==> config.mk <==
export PLATFORM = sky130hd
export DESIGN_NAME = sd_blk_xfer
export DESIGN_NICKNAME = d
export VERILOG_FILES = /design/src/rtl/sd_blk_pkg.sv /design/src/rtl/sd_rst_sync.sv /design/src/rtl/sd_byte_shifter.sv /design/src/rtl/sd_blk_arg.sv /design/src/rtl/sd_blk_ctrl.sv /design/src/rtl/sd_blk_xfer.sv
export SDC_FILE = /design/constraint.sdc
export NUM_CORES = 1
export LEC_CHECK = 0
export ABC_AREA = 1
export CORE_ASPECT_RATIO = 1.75
export CORE_MARGIN = 2
export CORE_UTILIZATION = 30
export CTS_CLUSTER_SIZE = 8
export DETAILED_ROUTE_END_ITERATION = 10
export PLACE_DENSITY = 0.53
export SLEW_MARGIN = 20
export SYNTH_ARGS = -nofsm -noshare
export SYNTH_HDL_FRONTEND = slang
export SYNTH_HIERARCHICAL = 1
export SYNTH_SLANG_ARGS = --single-unit
==> constraint.sdc <==
create_clock -name clk -period 2 [get_ports clk]
set_input_delay 0.4 -clock clk [delete_from_list [all_inputs] [get_ports clk]]
set_output_delay 0.4 -clock clk [all_outputs]
set_load 0.01 [all_outputs]
==> src/rtl/sd_blk_pkg.sv <==
package sd_blk_pkg;

  localparam logic [7:0] TOKEN_START = 8'hFE;
  localparam logic [7:0] FILL_BYTE   = 8'hFF;
  localparam logic [4:0] RESP_ACCEPT = 5'b00101;

  typedef enum logic [3:0] {
    ST_IDLE,
    ST_RD_HUNT,
    ST_RD_DATA,
    ST_RD_CRC,
    ST_WR_TOKEN,
    ST_WR_FETCH,
    ST_WR_DATA,
    ST_WR_CRC,
    ST_WR_RESP,
    ST_WR_BUSY,
    ST_RELEASE,
    ST_FINISH
  } xfer_state_e;

  // Chip select is held low in every state of the data phase.
  function automatic logic card_selected(xfer_state_e s);
    return !(s inside {ST_IDLE, ST_RELEASE, ST_FINISH});
  endfunction

  // States that exchange one byte over the serial link.
  function automatic logic byte_state(xfer_state_e s);
    return !(s inside {ST_IDLE, ST_WR_FETCH, ST_FINISH});
  endfunction

endpackage

==> src/rtl/sd_rst_sync.sv <==
module sd_rst_sync (
  input  logic clk,
  input  logic rst_n,
  output logic rst_sync_n
);

  logic [1:0] stage_q;

  always_ff @(posedge clk or negedge rst_n) begin
    if (!rst_n) begin
      stage_q <= 2'b00;
    end else begin
      stage_q <= {stage_q[0], 1'b1};
    end
  end

  assign rst_sync_n = stage_q[1];

endmodule

==> src/rtl/sd_byte_shifter.sv <==
module sd_byte_shifter #(
  parameter int HALF_DIV = 4
) (
  input  logic       clk,
  input  logic       rst_n,
  input  logic       start,
  input  logic [7:0] tx_byte,
  output logic       busy,
  output logic       done,
  output logic [7:0] rx_byte,
  output logic       sclk,
  output logic       mosi,
  input  logic       miso
);

  localparam int DIV_W = (HALF_DIV > 1) ? $clog2(HALF_DIV) : 1;
  localparam logic [DIV_W-1:0] DIV_LAST = DIV_W'(HALF_DIV - 1);

  logic             busy_q, busy_n;
  logic             done_q, done_n;
  logic             sclk_q, sclk_n;
  logic             mosi_q, mosi_n;
  logic [7:0]       tx_q, tx_n;
  logic [7:0]       rx_q, rx_n;
  logic [DIV_W-1:0] div_q, div_n;
  logic [2:0]       bit_q, bit_n;

  always_comb begin
    busy_n = busy_q;
    sclk_n = sclk_q;
    mosi_n = mosi_q;
    tx_n   = tx_q;
    rx_n   = rx_q;
    div_n  = div_q;
    bit_n  = bit_q;
    done_n = 1'b0;
    if (!busy_q) begin
      if (start) begin
        busy_n = 1'b1;
        tx_n   = tx_byte;
        mosi_n = tx_byte[7];
        sclk_n = 1'b0;
        div_n  = '0;
        bit_n  = '0;
      end
    end else if (div_q == DIV_LAST) begin
      div_n = '0;
      if (!sclk_q) begin
        // rising edge: capture the card's bit
        sclk_n = 1'b1;
        rx_n   = {rx_q[6:0], miso};
      end else begin
        // falling edge: present the next bit or finish
        sclk_n = 1'b0;
        if (bit_q == 3'd7) begin
          busy_n = 1'b0;
          done_n = 1'b1;
          mosi_n = 1'b1;
        end else begin
          bit_n  = bit_q + 3'd1;
          tx_n   = {tx_q[6:0], 1'b0};
          mosi_n = tx_q[6];
        end
      end
    end else begin
      div_n = div_q + DIV_W'(1);
    end
  end

  always_ff @(posedge clk or negedge rst_n) begin
    if (!rst_n) begin
      busy_q <= 1'b0;
      done_q <= 1'b0;
      sclk_q <= 1'b0;
      mosi_q <= 1'b1;
      tx_q   <= '0;
      rx_q   <= '0;
      div_q  <= '0;
      bit_q  <= '0;
    end else begin
      busy_q <= busy_n;
      done_q <= done_n;
      sclk_q <= sclk_n;
      mosi_q <= mosi_n;
      tx_q   <= tx_n;
      rx_q   <= rx_n;
      div_q  <= div_n;
      bit_q  <= bit_n;
    end
  end

  assign busy    = busy_q;
  assign done    = done_q;
  assign rx_byte = rx_q;
  assign sclk    = sclk_q;
  assign mosi    = mosi_q;

endmodule

==> src/rtl/sd_blk_arg.sv <==
module sd_blk_arg #(
  parameter int ARG_W     = 32,
  parameter int BLK_BYTES = 512
) (
  input  logic [ARG_W-1:0] blk_num,
  input  logic             blk_mode,
  output logic [ARG_W-1:0] cmd_arg
);

  localparam int SHIFT = $clog2(BLK_BYTES);

  logic [ARG_W-1:0] byte_addr;

  generate
    if (SHIFT == 0) begin : g_noshift
      assign byte_addr = blk_num;
    end else begin : g_shift
      assign byte_addr = {blk_num[ARG_W-SHIFT-1:0], {SHIFT{1'b0}}};
    end
  endgenerate

  assign cmd_arg = blk_mode ? blk_num : byte_addr;

endmodule

==> src/rtl/sd_blk_ctrl.sv <==
module sd_blk_ctrl
  import sd_blk_pkg::*;
#(
  parameter int BLK_BYTES = 512,
  parameter int CRC_BYTES = 2,
  parameter int LIM_W     = 16,
  parameter int ADDR_W    = $clog2(BLK_BYTES)
) (
  input  logic              clk,
  input  logic              rst_n,
  input  logic              start,
  input  logic              dir_wr,
  input  logic [LIM_W-1:0]  hunt_limit,
  input  logic [LIM_W-1:0]  busy_limit,
  output logic              sh_start,
  output logic [7:0]        sh_tx,
  input  logic              sh_busy,
  input  logic              sh_done,
  input  logic [7:0]        sh_rx,
  output logic [ADDR_W-1:0] buf_addr,
  output logic              buf_we,
  output logic [7:0]        buf_wdata,
  input  logic [7:0]        buf_rdata,
  output logic              cs_n,
  output logic              done,
  output logic              err,
  output logic [2:0]        wr_status
);

  localparam logic [ADDR_W-1:0] IDX_LAST = ADDR_W'(BLK_BYTES - 1);
  localparam logic [ADDR_W-1:0] CRC_LAST = ADDR_W'(CRC_BYTES - 1);
  localparam logic [LIM_W-1:0]  LIM_ONE  = LIM_W'(1);

  xfer_state_e       st_q, st_n;
  logic [ADDR_W-1:0] idx_q, idx_n;
  logic [LIM_W-1:0]  wc_q, wc_n;
  logic              err_q, err_n;
  logic [2:0]        stat_q, stat_n;
  logic              lnch_q, lnch_n;
  logic              cs_q;
  logic              launch;

  assign launch = byte_state(st_q) && !lnch_q && !sh_busy;

  always_comb begin
    st_n   = st_q;
    idx_n  = idx_q;
    wc_n   = wc_q;
    err_n  = err_q;
    stat_n = stat_q;
    lnch_n = lnch_q;
    if (launch)  lnch_n = 1'b1;
    if (sh_done) lnch_n = 1'b0;
    unique case (st_q)
      ST_IDLE: begin
        if (start) begin
          idx_n  = '0;
          wc_n   = '0;
          err_n  = 1'b0;
          stat_n = '0;
          lnch_n = 1'b0;
          st_n   = dir_wr ? ST_WR_TOKEN : ST_RD_HUNT;
        end
      end
      ST_RD_HUNT: begin
        if (sh_done) begin
          if (sh_rx == TOKEN_START) begin
            idx_n = '0;
            st_n  = ST_RD_DATA;
          end else if (wc_q == hunt_limit - LIM_ONE) begin
            err_n = 1'b1;
            st_n  = ST_RELEASE;
          end else begin
            wc_n = wc_q + LIM_ONE;
          end
        end
      end
      ST_RD_DATA: begin
        if (sh_done) begin
          if (idx_q == IDX_LAST) begin
            idx_n = '0;
            st_n  = ST_RD_CRC;
          end else begin
            idx_n = idx_q + ADDR_W'(1);
          end
        end
      end
      ST_RD_CRC: begin
        if (sh_done) begin
          if (idx_q == CRC_LAST) begin
            idx_n = '0;
            st_n  = ST_RELEASE;
          end else begin
            idx_n = idx_q + ADDR_W'(1);
          end
        end
      end
      ST_WR_TOKEN: begin
        if (sh_done) begin
          idx_n = '0;
          st_n  = ST_WR_FETCH;
        end
      end
      ST_WR_FETCH: begin
        st_n = ST_WR_DATA;
      end
      ST_WR_DATA: begin
        if (sh_done) begin
          if (idx_q == IDX_LAST) begin
            idx_n = '0;
            st_n  = ST_WR_CRC;
          end else begin
            idx_n = idx_q + ADDR_W'(1);
            st_n  = ST_WR_FETCH;
          end
        end
      end
      ST_WR_CRC: begin
        if (sh_done) begin
          if (idx_q == CRC_LAST) begin
            idx_n = '0;
            st_n  = ST_WR_RESP;
          end else begin
            idx_n = idx_q + ADDR_W'(1);
          end
        end
      end
      ST_WR_RESP: begin
        if (sh_done) begin
          stat_n = sh_rx[3:1];
          if (sh_rx[4:0] == RESP_ACCEPT) begin
            wc_n = '0;
            st_n = ST_WR_BUSY;
          end else begin
            err_n = 1'b1;
            st_n  = ST_RELEASE;
          end
        end
      end
      ST_WR_BUSY: begin
        if (sh_done) begin
          if (sh_rx != 8'h00) begin
            st_n = ST_RELEASE;
          end else if (wc_q == busy_limit - LIM_ONE) begin
            err_n = 1'b1;
            st_n  = ST_RELEASE;
          end else begin
            wc_n = wc_q + LIM_ONE;
          end
        end
      end
      ST_RELEASE: begin
        if (sh_done) st_n = ST_FINISH;
      end
      ST_FINISH: begin
        st_n = ST_IDLE;
      end
      default: begin
        st_n = ST_IDLE;
      end
    endcase
  end

  always_ff @(posedge clk or negedge rst_n) begin
    if (!rst_n) begin
      st_q   <= ST_IDLE;
      idx_q  <= '0;
      wc_q   <= '0;
      err_q  <= 1'b0;
      stat_q <= '0;
      lnch_q <= 1'b0;
      cs_q   <= 1'b1;
    end else begin
      st_q   <= st_n;
      idx_q  <= idx_n;
      wc_q   <= wc_n;
      err_q  <= err_n;
      stat_q <= stat_n;
      lnch_q <= lnch_n;
      cs_q   <= !card_selected(st_n);
    end
  end

  always_comb begin
    unique case (st_q)
      ST_WR_TOKEN: sh_tx = TOKEN_START;
      ST_WR_DATA:  sh_tx = buf_rdata;
      default:     sh_tx = FILL_BYTE;
    endcase
  end

  assign sh_start  = launch;
  assign buf_addr  = idx_q;
  assign buf_we    = (st_q == ST_RD_DATA) && sh_done;
  assign buf_wdata = sh_rx;
  assign cs_n      = cs_q;
  assign done      = (st_q == ST_FINISH);
  assign err       = err_q;
  assign wr_status = stat_q;

endmodule

==> src/rtl/sd_blk_xfer.sv <==
module sd_blk_xfer #(
  parameter int BLK_BYTES = 512,
  parameter int HALF_DIV  = 4,
  parameter int LIM_W     = 16,
  parameter int ARG_W     = 32,
  parameter int CRC_BYTES = 2,
  parameter int ADDR_W    = $clog2(BLK_BYTES)
) (
  input  logic              clk,
  input  logic              rst_n,
  input  logic              start,
  input  logic              dir_wr,
  input  logic [ARG_W-1:0]  blk_num,
  input  logic              blk_mode,
  input  logic [LIM_W-1:0]  hunt_limit,
  input  logic [LIM_W-1:0]  busy_limit,
  output logic [ARG_W-1:0]  cmd_arg,
  output logic              cs_n,
  output logic              sclk,
  output logic              mosi,
  input  logic              miso,
  output logic [ADDR_W-1:0] buf_addr,
  output logic              buf_we,
  output logic [7:0]        buf_wdata,
  input  logic [7:0]        buf_rdata,
  output logic              done,
  output logic              err,
  output logic [2:0]        wr_status
);

  logic       rst_sync_n;
  logic       sh_start;
  logic [7:0] sh_tx;
  logic       sh_busy;
  logic       sh_done;
  logic [7:0] sh_rx;

  sd_rst_sync u_rst (
    .clk        (clk),
    .rst_n      (rst_n),
    .rst_sync_n (rst_sync_n)
  );

  sd_blk_arg #(
    .ARG_W     (ARG_W),
    .BLK_BYTES (BLK_BYTES)
  ) u_arg (
    .blk_num  (blk_num),
    .blk_mode (blk_mode),
    .cmd_arg  (cmd_arg)
  );

  sd_byte_shifter #(
    .HALF_DIV (HALF_DIV)
  ) u_shift (
    .clk     (clk),
    .rst_n   (rst_sync_n),
    .start   (sh_start),
    .tx_byte (sh_tx),
    .busy    (sh_busy),
    .done    (sh_done),
    .rx_byte (sh_rx),
    .sclk    (sclk),
    .mosi    (mosi),
    .miso    (miso)
  );

  sd_blk_ctrl #(
    .BLK_BYTES (BLK_BYTES),
    .CRC_BYTES (CRC_BYTES),
    .LIM_W     (LIM_W),
    .ADDR_W    (ADDR_W)
  ) u_ctrl (
    .clk        (clk),
    .rst_n      (rst_sync_n),
    .start      (start),
    .dir_wr     (dir_wr),
    .hunt_limit (hunt_limit),
    .busy_limit (busy_limit),
    .sh_start   (sh_start),
    .sh_tx      (sh_tx),
    .sh_busy    (sh_busy),
    .sh_done    (sh_done),
    .sh_rx      (sh_rx),
    .buf_addr   (buf_addr),
    .buf_we     (buf_we),
    .buf_wdata  (buf_wdata),
    .buf_rdata  (buf_rdata),
    .cs_n       (cs_n),
    .done       (done),
    .err        (err),
    .wr_status  (wr_status)
  );

endmodule

==> metrics.md, run 1 <==
| Metric | Value |
|---|---|
| Synthesized area per cell | 6.24 sq um |
| Crit share post-route | 117% |
| Reg area | 1540 sq um |
| Core Region | 19000 sq um |
| Hold Crit Class | in2async |
| Synthesized area | 5800 sq um |
| Largest net degree at the start of global routing | 42 |
| Final min period | 2330 ps |
| Iter 0 DRT Violations | 262 |
| Yosys cell types | 55 |
| Switching Share | 28.8% |
| Worst-Margin Slew | 558 ps |
| RSZ-0062 raised after global routing | yes |
| Critical path fanouts, max | 2 |
| Worst r2r src | u_ctrl/buf_addr[0] |
| Area of the multi-input gates | 4310 sq um |
| Vias in the first global route | 7236 |
| Seq cells post-synth | 61 |
| DR vias/cell | 4.68 |
| Crit path setup slack, layout | -332 ps |
| Switching pwr | 0.00102 W |
| Die Height | 188 um |
| Post-synth EDFFs | 0 |
| Placed insts | 1439 |
| Final setup fails | 18 |
| Failing checks | negative setup slack |
| Synth top area cells | dfrtp_1 (25%), nand2_1 (21%), nor2_1 (6.9%) |
| GRT Util Overall | 21.6% |
| Synth top area share | 25.5% |
| Sequential-to-total area share from yosys stat | 26.4% |
| Setup Skew | 7.62 ps |
| Crit path launch type | flip-flop |
| Pre-Repair DR Iteration Count | 5 |
| Num ports | 136 |
| Total die area | 20500 sq um |
| PwrDens | 350 nW/um^2 |
| Routability cong. | 0.883 |
| Via count | 7125 |
| Kind of critical path | reg2reg |
| Cts bufs inserted | 9 |
| Fin. max-slew vios | 0 |
| Hold Buf Count CTS | 0 |
| Yosys warnings | 6 |
| Antenna Nets Post-Route | 0 |
| Main flop type after synthesis | dfrtp_1 |
| First-pass GRT wire length | 34.8 mm |
| Leakage | 5.01 nW |
| Routed WL | 22.2 mm |
| Synth-to-layout area growth | 74.0% |
| Width of the die | 109 um |
| Status | finished with violations |
| Maximum clock rate | 429 MHz |
| Sequential power share | 35.4% |
| Worst EP required | 2260 ps |
| CTS Buffer Depth | 2 |
| Post-DP HPWL | 16.8 mm |
| Final Hold Viols | 0 |
| Largest area contributor in the netlist | dfrtp_1 |
| Async SR Flop Fraction | 100% |
| Fillers | 1895 |
| Most common cell in the netlist | nand2_1 |
| Gr ovfl total | 0 |
| Clock transition at the registers of the reported paths | 60 ps |
| CTS Sinks | 61 |
| Starting Density | 30.5% |
| Syn nets | 1016 |
| Crit path launch | u_ctrl/buf_addr[0] |
| Clk root buf | clkbuf_16 |
| Crit. End Element | flip-flop |
| Hold_ws | 221 ps |
| Share of cells above drive strength 1 | 37.8% |
| Drt drc | 0 |
| CTS tree | yes |
| Power Internal | 0.00251 W |
| Routed WL per cell | 14.6 um |
| Fin cells | 1522 |
| Row count | 67 |
| Reg2Reg Depth | 17 |
| Port bufs | 135 |
| ANT cells | 0 |
| R2R Setup Slk | -330 ps |
| H-tree Lvls | 3 |
| Initial antenna violation count | 0 |
| Mapped Cells | 929 |
| Worst relative slew slack | 62.8% |
| Worst skew pair latency | 330 ps |
| Clk pwr share | 41.8% |
| Comb power frac | 22.8% |
| Layout Nets | 1363 |
| Post-synth top cells | nand2_1 (320), nor2_1 (107), inv_1 (104) |
| R2r endpoint | u_ctrl/cs_n |
| Worst vdd ir | 0.378 mV |
| CP arrival | 2590 ps |
| Max-Cap Viols | 0 |
registers in the layout (all words and copies together) (netlist names), 2 cells and up:
register,cells
u_ctrl/buf_addr,9
u_shift/div_q,2
u_rst/stage_q,2
u_shift/bit_q,3
u_ctrl/wr_status,3
u_ctrl/st_q,4
u_shift/rx_byte,8
u_ctrl/wc_q,16
u_shift/tx_q,7
how the worst max path moves through the flow:
stage                             end  cells past startpoint
after floorplan           u_ctrl/cs_n                     17
after global placement    u_ctrl/cs_n                     19
after detailed placement  u_ctrl/cs_n                     19
after CTS                 u_ctrl/cs_n                     17
after global routing      u_ctrl/cs_n                     17
final                     u_ctrl/cs_n                     17
layer usage:
layer	up-vias	global-route usage, %	share of wire, %
met5	-	0	0
met4	0	9.47	3.7
met3	59	1.91	2.3
met2	135	42.6	58
met1	3310	22.0	36
li1	3621	-	-
final cells by class:
type / count / share of cell area [%]
Timing Repair Buffer: 365 / 31.2
Timing Repair inverter: 1 / 0.161
Multi-Input combinational cell: 719 / 42.7
Clock inverter: 7 / 0.595
Clock buffer: 9 / 2.23
Inverter: 119 / 4.86
Tap cell: 241 / 2.99
Sequential cell: 61 / 15.3
repair_timing:
| action | 4_1_cts | 5_1_grt |
|---|---|---|
| setup buffers | 45 | 22 |
| setup endpoints to repair | 60 | 46 |
| pin swaps | 71 | 70 |
| endpoints found under the hold margin | 0 | 0 |
| resized for setup | 213 | 136 |
| cloned | 3 | 1 |
power by group through the flow:
stage / Sequential, W / Combinational, W / Clock [W]
2_1_floorplan: 0.00129 / 0.000295 / 0
3_3_place_gp: 0.00127 / 0.000767 / 0
3_5_place_dp: 0.00127 / 0.000768 / 0
4_1_cts: 0.00125 / 0.000785 / 0.00151
5_1_grt: 0.00125 / 0.000881 / 0.00157
6_report: 0.00125 / 0.000805 / 0.00147
cell usage in the layout, fill, tap and decap left out, drive strengths merged, types with 16 or more instances in the layout:
cell type and n:
nand2 341, buf 242, nor2 126, inv 120, clkdlybuf4s50 78, nand3 71, dfrtp 59, o21ai 36
dlygate4sd2 33, a21oi 22, nand4 18, clkbuf 16
cells by family (layout without fill, tap and decap cells):
group           Yosys count  in the layout  share of synthesized area, %
flops                    61             61                          26.4
buf+inv                 151            501                          12.9
simple gates            595            597                          45.6
fa+ha+maj                 9              9                          1.94
other cells               1              1                        0.0647
xor+xnor                 30             30                          4.53
compound gates           82             82                          8.55
through the flow:
stage	TNS, ps	area, sq um	util (%)	total power (W)	worst slack (ps)
finish	-2500	10100	53.0	0.00353	-332
global route	-4990	10100	53.0	0.00370	-426
CTS	-1980	9530	50.1	0.00355	-218
detailed placement	-22900	8460	44.5	0.00204	-774
global placement	-22630	8460	44.5	0.00204	-792
floorplan	-79.9	5830	-	0.00159	-79.9
critical path: stages, from the launching register on:
cell and delay [ps]:
dfrtp_1 380, ha_2 210, nand2_2 80, nor2_2 40, inv_2 60, nor2_2 40, nand2_1 80, nor2_2 50
ha_2 180, o21ai_1 140, o31ai_1 80, a2111oi_1 370, o21ai_1 170, inv_1 80, nand2_1 60, nand2_1 70
nand2_1 50, nor2_1 120
No activity file was read; power rests on OpenSTA's default activity.
==> run 2: changes to the inputs <==
- CORE_MARGIN: 2 -> 10
==> metrics.md, run 2 (synthesis gave the netlist of run 1 again) <==
| Metric | Value |
|---|---|
| Total die area | 25500 sq um (+24%) |
| Final min period | 2260 ps (-66.9 ps) |
| Pre-Repair DR Iteration Count | 5 (unchanged) |
| CTS Sinks | 61 (unchanged) |
| First-pass GRT wire length | 37.0 mm (+6.6%) |
| Final Hold Viols | 0 (unchanged) |
| Worst vdd ir | 0.525 mV (+39%) |
| PwrDens | 363 nW/um^2 (+3.7%) |
| Largest stage delay, worst path | 380 ps (about the same) |
| RSZ-0062 raised after global routing | yes |
| Status | finished with violations |
| Routed WL per cell | 15.4 um (+5.9%) |
| Starting Density | 30.3% (-0.13 points) |
| DR vias/cell | 4.67 (-0.15%) |
| Maximum clock rate | 442 MHz (+3.0%) |
| Initial antenna violation count | 0 (unchanged) |
| Drt drc | 0 (unchanged) |
| Layout Nets | 1366 (+0.22%) |
| Post-DP HPWL | 18.3 mm (+9.0%) |
| Synth-to-layout area growth | 75.5% |
| Routed WL | 23.6 mm (+6.1%) |
| Final setup fails | 15 (-3) |
| CP most frequent cell | nand2_1 |
| Max-Cap Viols | 0 (unchanged) |
| Cell Area, Placed | 8650 sq um (+2.2%) |
| CTS tree | yes |
| Final Power | 0.00369 W (+4.6%) |
| Antenna Nets Post-Route | 0 (unchanged) |
| Gr ovfl total | 0 (unchanged) |
| Crit. End Element | flip-flop |
| Vias in the first global route | 7374 (+1.9%) |
| CTS Buffer Depth | 2 (unchanged) |
| Num ports | 136 (unchanged) |
| CP arrival | 2530 ps (-60 ps) |
| Leakage | 5.12 nW (+2.3%) |
| Reg area | 1530 sq um (-0.41%) |
| H-tree Lvls | 3 (unchanged) |
| Width of the die | 125 um (+15%) |
| Fin. max-slew vios | 0 (unchanged) |
| Fin area | 10200 sq um (+0.87%) |
| Top reg by flops | u_ctrl/wc_q |
| Die Height | 204 um (+8.5%) |
| Clk pwr share | 43.5% (+1.7 points) |
| Clock transition at the registers of the reported paths | 60 ps (about the same) |
| Worst skew pair latency | 330 ps (about the same) |
| Largest net degree at the start of global routing | 44 (+4.8%) |
| ANT cells | 0 (unchanged) |
| Hold Buf Count CTS | 0 (unchanged) |
| Hold Crit Class | reg2async |
| Setup Skew | 8.42 ps (+0.800 ps) |
| Critical path fanouts, max | 2 (unchanged) |
| CP cell instances | ha_2, nand2_4, nor2_4, inv_2, nor2_4, nand2_2, nor2_2, ha_4, o21ai_2, o31ai_1, a2111oi_1, buf_4, o21ai_2, inv_1, nand2_1, nand2_1, nand2_1, nor2_1 |
| Switching pwr | 0.00103 W (+1.4%) |
| Switching Share | 27.9% (-0.88 points) |
| Routability cong. | 0.919 (+4.0%) |
| Clk root buf | clkbuf_16 |
| Largest register FFs | 16 (unchanged) |
| Row count | 67 (unchanged) |
| Iter 0 DRT Violations | 376 (+44%) |
| Fillers | 1908 (+0.69%) |
| Fin util | 53.2% (+0.23 points) |
| Reg2Reg Depth | 18 (+1) |
| GRT Util Overall | 17.7% (-3.9 points) |
| Port bufs | 135 (unchanged) |
| Kind of critical path | reg2reg |
| Cts bufs inserted | 9 (unchanged) |
| Commonest non-fill, non-tap cell in the layout | nand2_1 |
| CP max stage cell | dfrtp_1 |
| Share of cells above drive strength 1 | 36.8% (-0.94 points) |
| Core Region | 19100 sq um (+0.44%) |
| Crit share post-route | 113% (-3.3 points) |
| Worst EP required | 2260 ps (about the same) |
| Sequential power share | 34.0% (-1.4 points) |
| Crit path setup slack, layout | -265 ps (+66.9 ps) |
| Comb power frac | 22.5% (-0.3 points) |
| Power Internal | 0.00266 W (+5.9%) |
| Failing checks | negative setup slack |
| Most frequent cells in the layout | nand2_1 (294), buf_4 (204), inv_1 (94), clkdlybuf4s50_1 (77), nor2_1 (72) |
| Via count | 7128 (+0.042%) |
| Crit path launch type | flip-flop |
| Area of the multi-input gates | 4250 sq um (-1.4%) |
==> run 2: cell types whose count changed in the layout (fill, tap and decap cells not counted), moves of 5 or more <==
cell / previous run / this run
dlygate4sd2_1: 33 / 23
nand2_2: 30 / 38
dfrtp_2: 8 / 3
dlymetal6s2s_1: 3 / 16
buf_2: 11 / 5
dfrtp_1: 51 / 56
buf_4: 198 / 204
==> run 2: layer usage <==
layer	GRT usage (%)	share of wire (%)
met1	16.6	35
met2	35.7	58
met3	2.62	3.0
met4	8.88	4.6
met5	0	0
==> run 2: cell type report <==
| class | instances | area share, % |
|---|---|---|
| Tap cell | 241 | 2.96 |
| Clock inverter | 7 | 0.799 |
| Timing Repair Buffer | 369 | 32.4 |
| Multi-Input combinational cell | 718 | 41.7 |
| Sequential cell | 61 | 15.1 |
| Clock buffer | 9 | 2.21 |
| Inverter | 119 | 4.75 |
| Timing Repair inverter | 1 | 0.111 |
==> run 2: what timing repair did <==
item                                    CTS  global route
pin swaps                                72            57
gates cloned                              5             0
endpoints found under the hold margin     0             0
setup buffers                            26            20
endpoints found under the setup margin   62            56
resized for setup                       177           131
==> run 2: power groups by stage <==
stage               Combinational, W  Clock [W]  Sequential (W)
finish                      0.000831    0.00160         0.00126
global route                0.000906    0.00169         0.00126
CTS                         0.000822    0.00165         0.00126
detailed placement          0.000778          0         0.00128
global placement            0.000780          0         0.00128
floorplan                   0.000295          0         0.00129
==> run 2: worst paths after layout <==
check | to | from | slack, ps
hold reg to reg | u_shift/rx_byte[5] | u_rst/stage_q[1] | 210
setup reg to reg | u_ctrl/cs_n | u_ctrl/buf_addr[1] | -260
setup / recovery | u_ctrl/cs_n | u_ctrl/buf_addr[1] | -260
min in group clk | u_rst/stage_q[1] | u_rst/stage_q[0] | 350
hold / removal | u_shift/rx_byte[5] | u_rst/stage_q[1] | 210
max in group asynchronous | u_ctrl/cs_n | u_rst/stage_q[1] | 1130
==> run 2: critical path: cells and delay by family (launching register included) <==
family / cells / cell delay [ps]
compound gates: 4 / 580
simple gates: 9 / 540
flops: 1 / 380
buf+inv: 3 / 310
fa+ha+maj: 2 / 390
==> run 2: through the flow <==
| stage | instances | worst slack [ps] | hold slack [ps] | TNS (ps) |
|---|---|---|---|---|
| 2_1_floorplan | 929 | -79.9 | 104 | -79.9 |
| 3_3_place_gp | 1460 | -757 | 216 | -23570 |
| 3_5_place_dp | 1460 | -789 | 220 | -24100 |
| 4_1_cts | 1507 | -225 | 207 | -1180 |
| 5_1_grt | 1525 | -436 | 208 | -4710 |
| 6_report | 1525 | -265 | 207 | -1170 |
